==> src/rtl/cfg_lock_pkg.sv <==
package cfg_lock_pkg;
  localparam int unsigned CFG_WDOG_POS = 2;
  localparam int unsigned CFG_ROM_POS  = 1;

  typedef struct packed {
    logic wdog_off;
    logic rom_on;
  } cfg_bits_t;

  localparam cfg_bits_t CFG_RESET_VAL = '{wdog_off: 1'b0, rom_on: 1'b1};
endpackage

==> src/rtl/cfg_window_ctr.sv <==
module cfg_window_ctr #(
  parameter int unsigned WINDOW_CYCLES = 64,
  localparam int unsigned CNT_W = $clog2(WINDOW_CYCLES + 1)
) (
  input  logic clk,
  input  logic rst,
  input  logic strobe,
  output logic open_o
);
  localparam logic [CNT_W-1:0] LIMIT = CNT_W'(WINDOW_CYCLES);

  logic [CNT_W-1:0] cnt_q;

  always_ff @(posedge clk) begin
    if (rst)
      cnt_q <= '0;
    else if (strobe && (cnt_q != LIMIT))
      cnt_q <= cnt_q + 1'b1;
  end

  assign open_o = (cnt_q < LIMIT);

  assert_cnt_bound_R4: assert property (@(posedge clk) disable iff (rst)
    cnt_q <= LIMIT);
  assert_window_stays_closed_R4: assert property (@(posedge clk) disable iff (rst)
    !open_o |=> !open_o);
endmodule

==> src/rtl/cfg_write_gate.sv <==
module cfg_write_gate (
  input  logic clk,
  input  logic rst,
  input  logic wr_hit,
  input  logic special,
  input  logic window_open,
  output logic accept_o,
  output logic locked_o
);
  logic locked_q;
  logic normal_take;

  assign normal_take = wr_hit && !special && window_open && !locked_q;
  assign accept_o    = (wr_hit && special) || normal_take;
  assign locked_o    = locked_q;

  always_ff @(posedge clk) begin
    if (rst)
      locked_q <= 1'b0;
    else if (normal_take)
      locked_q <= 1'b1;
  end

  assert_lock_sticky_R5: assert property (@(posedge clk) disable iff (rst)
    locked_q |=> locked_q);
  assert_lock_from_normal_R6: assert property (@(posedge clk) disable iff (rst)
    $rose(locked_q) |-> $past(wr_hit && !special));
  assert_locked_blocks_R5: assert property (@(posedge clk) disable iff (rst)
    (locked_q && !special) |-> !accept_o);
  assert_special_passes_R6: assert property (@(posedge clk) disable iff (rst)
    (wr_hit && special) |-> accept_o);
endmodule

==> src/rtl/cfg_bit_store.sv <==
module cfg_bit_store #(
  parameter int unsigned DATA_W = 8
) (
  input  logic                   clk,
  input  logic                   rst,
  input  logic                   load,
  input  cfg_lock_pkg::cfg_bits_t load_val,
  output cfg_lock_pkg::cfg_bits_t bits_o,
  output logic [DATA_W-1:0]      image_o
);
  import cfg_lock_pkg::*;

  cfg_bits_t bits_q;

  always_ff @(posedge clk) begin
    if (rst)
      bits_q <= CFG_RESET_VAL;
    else if (load)
      bits_q <= load_val;
  end

  assign bits_o = bits_q;

  for (genvar i = 0; i < DATA_W; i++) begin : g_img
    if (i == CFG_WDOG_POS) begin : g_wdog
      assign image_o[i] = bits_q.wdog_off;
    end else if (i == CFG_ROM_POS) begin : g_rom
      assign image_o[i] = bits_q.rom_on;
    end else begin : g_zero
      assign image_o[i] = 1'b0;
    end
  end

  assert_hold_without_load_R5: assert property (@(posedge clk) disable iff (rst)
    !load |=> $stable(bits_q));
endmodule

==> src/rtl/cfg_lock_reg.sv <==
module cfg_lock_reg #(
  parameter int unsigned WINDOW_CYCLES = 64,
  parameter int unsigned ADDR_W        = 6,
  parameter int unsigned DATA_W        = 8,
  parameter logic [ADDR_W-1:0] CFG_OFFSET = ADDR_W'(6'h3F)
) (
  input  logic              clk,
  input  logic              rst,
  input  logic              bus_cycle,
  input  logic              special_mode,
  input  logic              wr_en,
  input  logic              rd_en,
  input  logic [ADDR_W-1:0] addr,
  input  logic [DATA_W-1:0] wdata,
  output logic [DATA_W-1:0] rdata,
  output logic              wdog_en,
  output logic              rom_map
);
  import cfg_lock_pkg::*;

  localparam logic [DATA_W-1:0] IMPL_MASK =
    DATA_W'((1 << CFG_WDOG_POS) | (1 << CFG_ROM_POS));

  logic      hit;
  logic      wr_hit;
  logic      window_open;
  logic      accept;
  logic      locked;
  cfg_bits_t bits;
  cfg_bits_t new_bits;
  logic [DATA_W-1:0] image;
  logic      unused_wdata;

  assign hit    = (addr == CFG_OFFSET);
  assign wr_hit = wr_en && hit;

  assign new_bits.wdog_off = wdata[CFG_WDOG_POS];
  assign new_bits.rom_on   = wdata[CFG_ROM_POS];
  assign unused_wdata      = ^(wdata & ~IMPL_MASK);

  cfg_window_ctr #(.WINDOW_CYCLES(WINDOW_CYCLES)) u_window (
    .clk    (clk),
    .rst    (rst),
    .strobe (bus_cycle),
    .open_o (window_open)
  );

  cfg_write_gate u_gate (
    .clk         (clk),
    .rst         (rst),
    .wr_hit      (wr_hit),
    .special     (special_mode),
    .window_open (window_open),
    .accept_o    (accept),
    .locked_o    (locked)
  );

  cfg_bit_store #(.DATA_W(DATA_W)) u_store (
    .clk      (clk),
    .rst      (rst),
    .load     (accept),
    .load_val (new_bits),
    .bits_o   (bits),
    .image_o  (image)
  );

  assign rdata   = (rd_en && hit) ? image : '0;
  assign wdog_en = ~bits.wdog_off;
  assign rom_map = bits.rom_on;

  assert_unimpl_zero_R3: assert property (@(posedge clk) disable iff (rst)
    (rdata & ~IMPL_MASK) == '0);
  assert_miss_reads_zero_R2: assert property (@(posedge clk) disable iff (rst)
    !hit |-> rdata == '0);
  assert_closed_window_R4: assert property (@(posedge clk) disable iff (rst)
    (!special_mode && !window_open) |=> ($stable(wdog_en) && $stable(rom_map)));
  assert_locked_hold_R7: assert property (@(posedge clk) disable iff (rst)
    (!special_mode && locked) |=> ($stable(wdog_en) && $stable(rom_map)));
endmodule

==> config.mk <==
export PLATFORM = sky130hd
export DESIGN_NAME = cfg_lock_reg
export DESIGN_NICKNAME = d
export VERILOG_FILES = /design/src/rtl/cfg_lock_pkg.sv /design/src/rtl/cfg_window_ctr.sv /design/src/rtl/cfg_write_gate.sv /design/src/rtl/cfg_bit_store.sv /design/src/rtl/cfg_lock_reg.sv
export SDC_FILE = /design/constraint.sdc
export NUM_CORES = 1
export LEC_CHECK = 0
export ABC_CLOCK_PERIOD_IN_PS = 1700
export BUFFER_PORTS_ARGS = -buffer_cell sky130_fd_sc_hd__buf_2
export CELL_PAD_IN_SITES_DETAIL_PLACEMENT = 0
export CELL_PAD_IN_SITES_GLOBAL_PLACEMENT = 2
export CORE_MARGIN = 2
export CORE_UTILIZATION = 25
export DETAILED_ROUTE_END_ITERATION = 8
export GPL_ROUTABILITY_DRIVEN = 0
export PLACE_DENSITY = 0.75
export SKIP_LAST_GASP = 1
export SYNTH_ARGS = -nofsm -noshare
export SYNTH_HDL_FRONTEND = slang
export SYNTH_HIERARCHICAL = 1
export SYNTH_SLANG_ARGS = --single-unit
==> constraint.sdc <==
create_clock -name clk -period 1.7 [get_ports clk]
set_clock_uncertainty 0.1 [all_clocks]
set_input_delay 0.17 -clock clk [delete_from_list [all_inputs] [get_ports clk]]
set_output_delay 0.17 -clock clk [all_outputs]
set_load 0.02 [all_outputs]
# Word level (Yosys, flattened, before mapping)
# Cells that the tools add are included.
# word_totals
register_bits	10
inputBits	20
output_inout_bits	10
wordCells	20
# classes
n_addsub	1
n_lt_le_gt_ge	1
eq_ne	2
n_mux	1
bitwise	1
n_reduce_logical	10
# ops
cell	count
7-bit by 1-bit adder with 7-bit output, second input constant	1
1-bit logical AND	7
7-bit less-than comparator, second input constant	1
7-bit != test, second input constant	1
6-bit == test, second input constant	1
3-bit two-way mux	1
1-bit zero test	2
1-bit logical OR	1
1-bit inverter	1

# Logic depth before layout (Yosys ltp)
# depth
ltp_word	6
mapped_depth	6
depth_no_buf	5

# Hierarchy
# Netlist, hierarchy kept.
# by_module_without_submodules
mod	n_inst	cells_each	area_each_um2	seq_area_each_um2
cfg_window_ctr	1	47	411.6	140.1
cfg_lock_reg	1	23	133.9	0.0
cfg_bit_store	1	15	132.6	40.0
cfg_write_gate	1	6	50.0	20.0

# Worst setup path before layout
# No wires, ideal clock.
# synth_timing
path_kind	reg2reg
from	register u_window.cnt_q[2]
to	register u_window.cnt_q[1]
setup_ns	0.095
t_arrival_ns	1.223
t_required_ns	1.505
setup_slack_ns	0.282
stages_incl_launch_ff	4
path_buffers	0
period_less_slack_ns	1.418
path_cell_list	dfxtp_1 -> nor4b_4 -> or4b_1 -> o311ai_1
# synth_via
elab_chain_len	2
# synth_rtl
element	line	rtl
start, declared	cfg_window_ctr.sv:12	logic [CNT_W-1:0] cnt_q;
start signal, assigned	cfg_window_ctr.sv:18	cnt_q <= cnt_q + 1'b1;
7-bit != test	cfg_window_ctr.sv:17	else if (strobe && (cnt_q != LIMIT))
1-bit logical AND	cfg_window_ctr.sv:17	
# Every way passes these cells.
# A chain may end at the register's enable or synchronous reset.

# Worst setup path in the final report
# layout_timing
from	register u_window.cnt_q[1]
to	register u_window.cnt_q[1]
# layout_via
elab_chain_len	2
word_cells_on_any_way	3
cone_classes	1 x add/sub; 1 x eq/ne; 1 x reduce/logical
# layout_rtl
element
parallel branches: the longest is 2 deep, another holds 7-bit by 1-bit adder with 7-bit output
# Several ways; the timed one is not identified.

==> impl_metrics.env <==
export IMPL_status="complete, no violations"
export IMPL_hold_worst_slack_ns=0.0101
export IMPL_clock_fmax_ghz=0.684
export IMPL_vias=666
export IMPL_slowest_delay_ns=0.47
export IMPL_initial_core_util_pct=26.4
export IMPL_crit_path_start_kind="flip-flop"
export IMPL_endpoint_kind="flip-flop"
export IMPL_htree_levels=1
export IMPL_flow_area_growth_from_synthesis_pct=14.4
export IMPL_grt_setup_unrepaired="false"
export IMPL_post_synth_top_area_fraction_pct=27.5
export IMPL_die_extent_in_y_um=58.0
export IMPL_ys_top_cells_by_count="nand4_1 (12), nor2_1 (12), buf_4 (10), dfxtp_1 (10), inv_1 (7)"
export IMPL_postSynthAreaPerCell_um2=8.00
export IMPL_drv_max_cap_violation_count=0
export IMPL_synth_main_ff_cell="dfxtp_1"
export IMPL_viasPerCell=4.86
export IMPL_layout_drive_gt1_share_pct=24.5
export IMPL_minimum_clock_period_ns=1.46
export IMPL_numCtsBuffers=3
export IMPL_worstPathRequired_ns=1.78
export IMPL_critical_path_slowest_cell="or4b_1"
export IMPL_drt_first_iter_violations=23
export IMPL_grt_pass1_wl_um=2620
export IMPL_grt_use_total_pct=10.1
export IMPL_worst_r2r_cell_count=5
export IMPL_synth_seq_cells=10
export IMPL_post_cts_resized_instances=0
export IMPL_p_per_area_nw_per_um2=718
export IMPL_die_area_um2=3360
export IMPL_mappedNetlistArea_um2=728
export IMPL_final_net_count=129
export IMPL_timing_critical_path_cells="inv_1, ha_1, nand2b_1, or4b_1, o311ai_1"
export IMPL_dp_hpwl_um=1150
export IMPL_final_max_slew_viol_count=0
export IMPL_synthDistinctLibCells=31
export IMPL_post_synth_edffs=0
export IMPL_fin_tns_setup_ns=0
export IMPL_die_x_um=58.0
export IMPL_floorplan_rows=19
export IMPL_synth_yosys_warnings=6
export IMPL_yosys_top_cells_area="dfxtp_1 (27%), buf_4 (10%), nand4_1 (10%)"
export IMPL_ir_worst_vdd_mv=0.403
export IMPL_async_flop_share_pct=0
export IMPL_period_share_pct=85.9
export IMPL_timing_hold_worst_path_depth=2
export IMPL_cts_buffer_depth=2
export IMPL_worstHoldPathType="in2reg"
export IMPL_grt_pass1_vias=610
export IMPL_floorplan_core_area_um2=2760
export IMPL_postCtsSetupBuffers=0
export IMPL_layout_fillers=297
export IMPL_ys_seq_area_share_pct=27.5
export IMPL_setup_violations=0
export IMPL_ant_nets=0
export IMPL_ios=30
export IMPL_routed_wire_length_per_instance_um=11.1
export IMPL_antenna_found_initial=0
export IMPL_synth_area_leader_cell="dfxtp_1"
export IMPL_routed_wl_um=1520
export IMPL_p_leak_nw=0.296
export IMPL_critPathMaxFanout=5
export IMPL_cts_hold_buffers_added=0
export IMPL_grt_overflow_total=0
export IMPL_clock_sink_count=10
export IMPL_cts_tree="built"
export IMPL_insertedDiodeCount=0
export IMPL_crit_arrival_ns=1.54
export IMPL_synthesis_instances=91
export IMPL_post_route_drc_count=0
export IMPL_cts_root_buffer_cell="clkbuf_4"
export IMPL_numPortBuffers=17
export IMPL_final_hold_violation_count=0
export IMPL_start_to_end_type_of_the_worst_setup_path="reg2reg"
export IMPL_clk_pin_slew_worst_paths_ns=0.07
export IMPL_clock_insertion_delay_worst_skew_ns=0.27
export IMPL_grt_max_degree=16
export IMPL_drt_pre_antenna_iters=4
==> per-stage QoR <==
| stage | instance area [µm²] | util (%) | setup WS, ns | instances | power (mW) |
|---|---|---|---|---|---|
| detailed placement | 797 | 28.9 | 0.254 | 133 | 0.383 |
| global route | 833 | 30.2 | 0.0688 | 137 | 0.638 |
| finish | 833 | 30.2 | 0.239 | 137 | 0.598 |
| floorplan | 747 | - | 0.282 | 96 | 0.354 |
| global placement | 797 | 28.9 | 0.258 | 133 | 0.383 |
| CTS | 833 | 30.2 | 0.237 | 137 | 0.604 |
==> routing by layer <==
metal	part of all wire [%]	vias to the layer above	global-route usage (%)
met5	0	-	0
met4	1.2	0	3.99
met3	9.2	4	3.79
met2	45	24	16.1
met1	44	297	12.2
li1	-	341	-
==> logic make-up after synthesis <==
family | count (synthesis) | share of synthesized area, %
and+or+nand+nor | 42 | 36.1
buffers and inverters | 20 | 15.8
AOI/OAI and AO/OA | 12 | 11.5
DFF | 10 | 27.5
adders and majority gates | 2 | 3.44
xor gates and xnor gates | 2 | 2.41
muxes | 2 | 2.75
other | 1 | 0.515
==> report_power, final <==
| part | total [mW] | internal [mW] | leakage [nW] | switching (mW) |
|---|---|---|---|---|
| Sequential | 0.259 | 0.247 | 0.0811 | 0.0119 |
| Combinational | 0.120 | 0.0522 | 0.194 | 0.0682 |
| Clock | 0.219 | 0.130 | 0.0210 | 0.0888 |
==> final timing paths <==
kind | start | end | slack [ns]
worst min register to register | u_gate/locked_o | u_gate/locked_o | 0.35
worst min-delay path | wdata[1] | u_store/bits_o[0] | 0.01
worst max-delay path | u_window/cnt_q[1] | u_window/cnt_q[1] | 0.24
worst max register to register | u_window/cnt_q[1] | u_window/cnt_q[1] | 0.24
==> layout by cell type, fill, tap and decap left out <==
cell type / synthesis / routed
a311o_2: 1 / 1
nor2_1: 12 / 12
o21a_1: 1 / 1
dfxtp_1: 10 / 10
nand2_1: 5 / 5
clkbuf_4: 0 / 3
nor4bb_1: 1 / 1
xor2_1: 2 / 2
nand4_1: 12 / 12
nor3b_1: 2 / 2
o21ai_0: 2 / 2
mux2i_1: 2 / 2
clkbuf_8: 0 / 1
nand3b_1: 1 / 1
conb_1: 1 / 6
ha_1: 2 / 2
nor4b_4: 1 / 1
nor2b_1: 2 / 2
buf_4: 10 / 2
inv_1: 7 / 7
or4b_1: 1 / 1
or3_1: 2 / 2
a41oi_1: 1 / 1
nand4_4: 1 / 1
buf_2: 1 / 17
o311ai_1: 1 / 1
a211o_1: 1 / 1
nand3_1: 1 / 1
a21oi_1: 4 / 4
o311ai_0: 1 / 1
nand2b_1: 1 / 1
==> area by class of cell <==
cell class | count | area (µm²) | share of cell area [%]
flip-flops and latches | 10 | 200 | 24.0
inverters | 7 | 26.3 | 3.15
clock buffers | 4 | 36.3 | 4.35
multi-input cells | 66 | 432 | 51.8
well taps | 31 | 38.8 | 4.65
repair buffers | 19 | 100 | 12.0
==> registers in the layout, summed over array words and instances, names as in the netlist <==
register	cells
u_window/cnt_q	7
u_store/bits_o	2
u_gate/locked_o	1
==> worst max-delay path, delay by kind of cell, from the launching register on <==
kind	cells	cell delay (ns)
AO/OA/AOI/OAI	1	0.09
AND/OR/NAND/NOR	2	0.57
flip-flops	1	0.35
buffers and inverters	1	0.08
adder cells (fa/ha/maj)	1	0.18
Note: power is estimated with default switching activity, not from simulation.
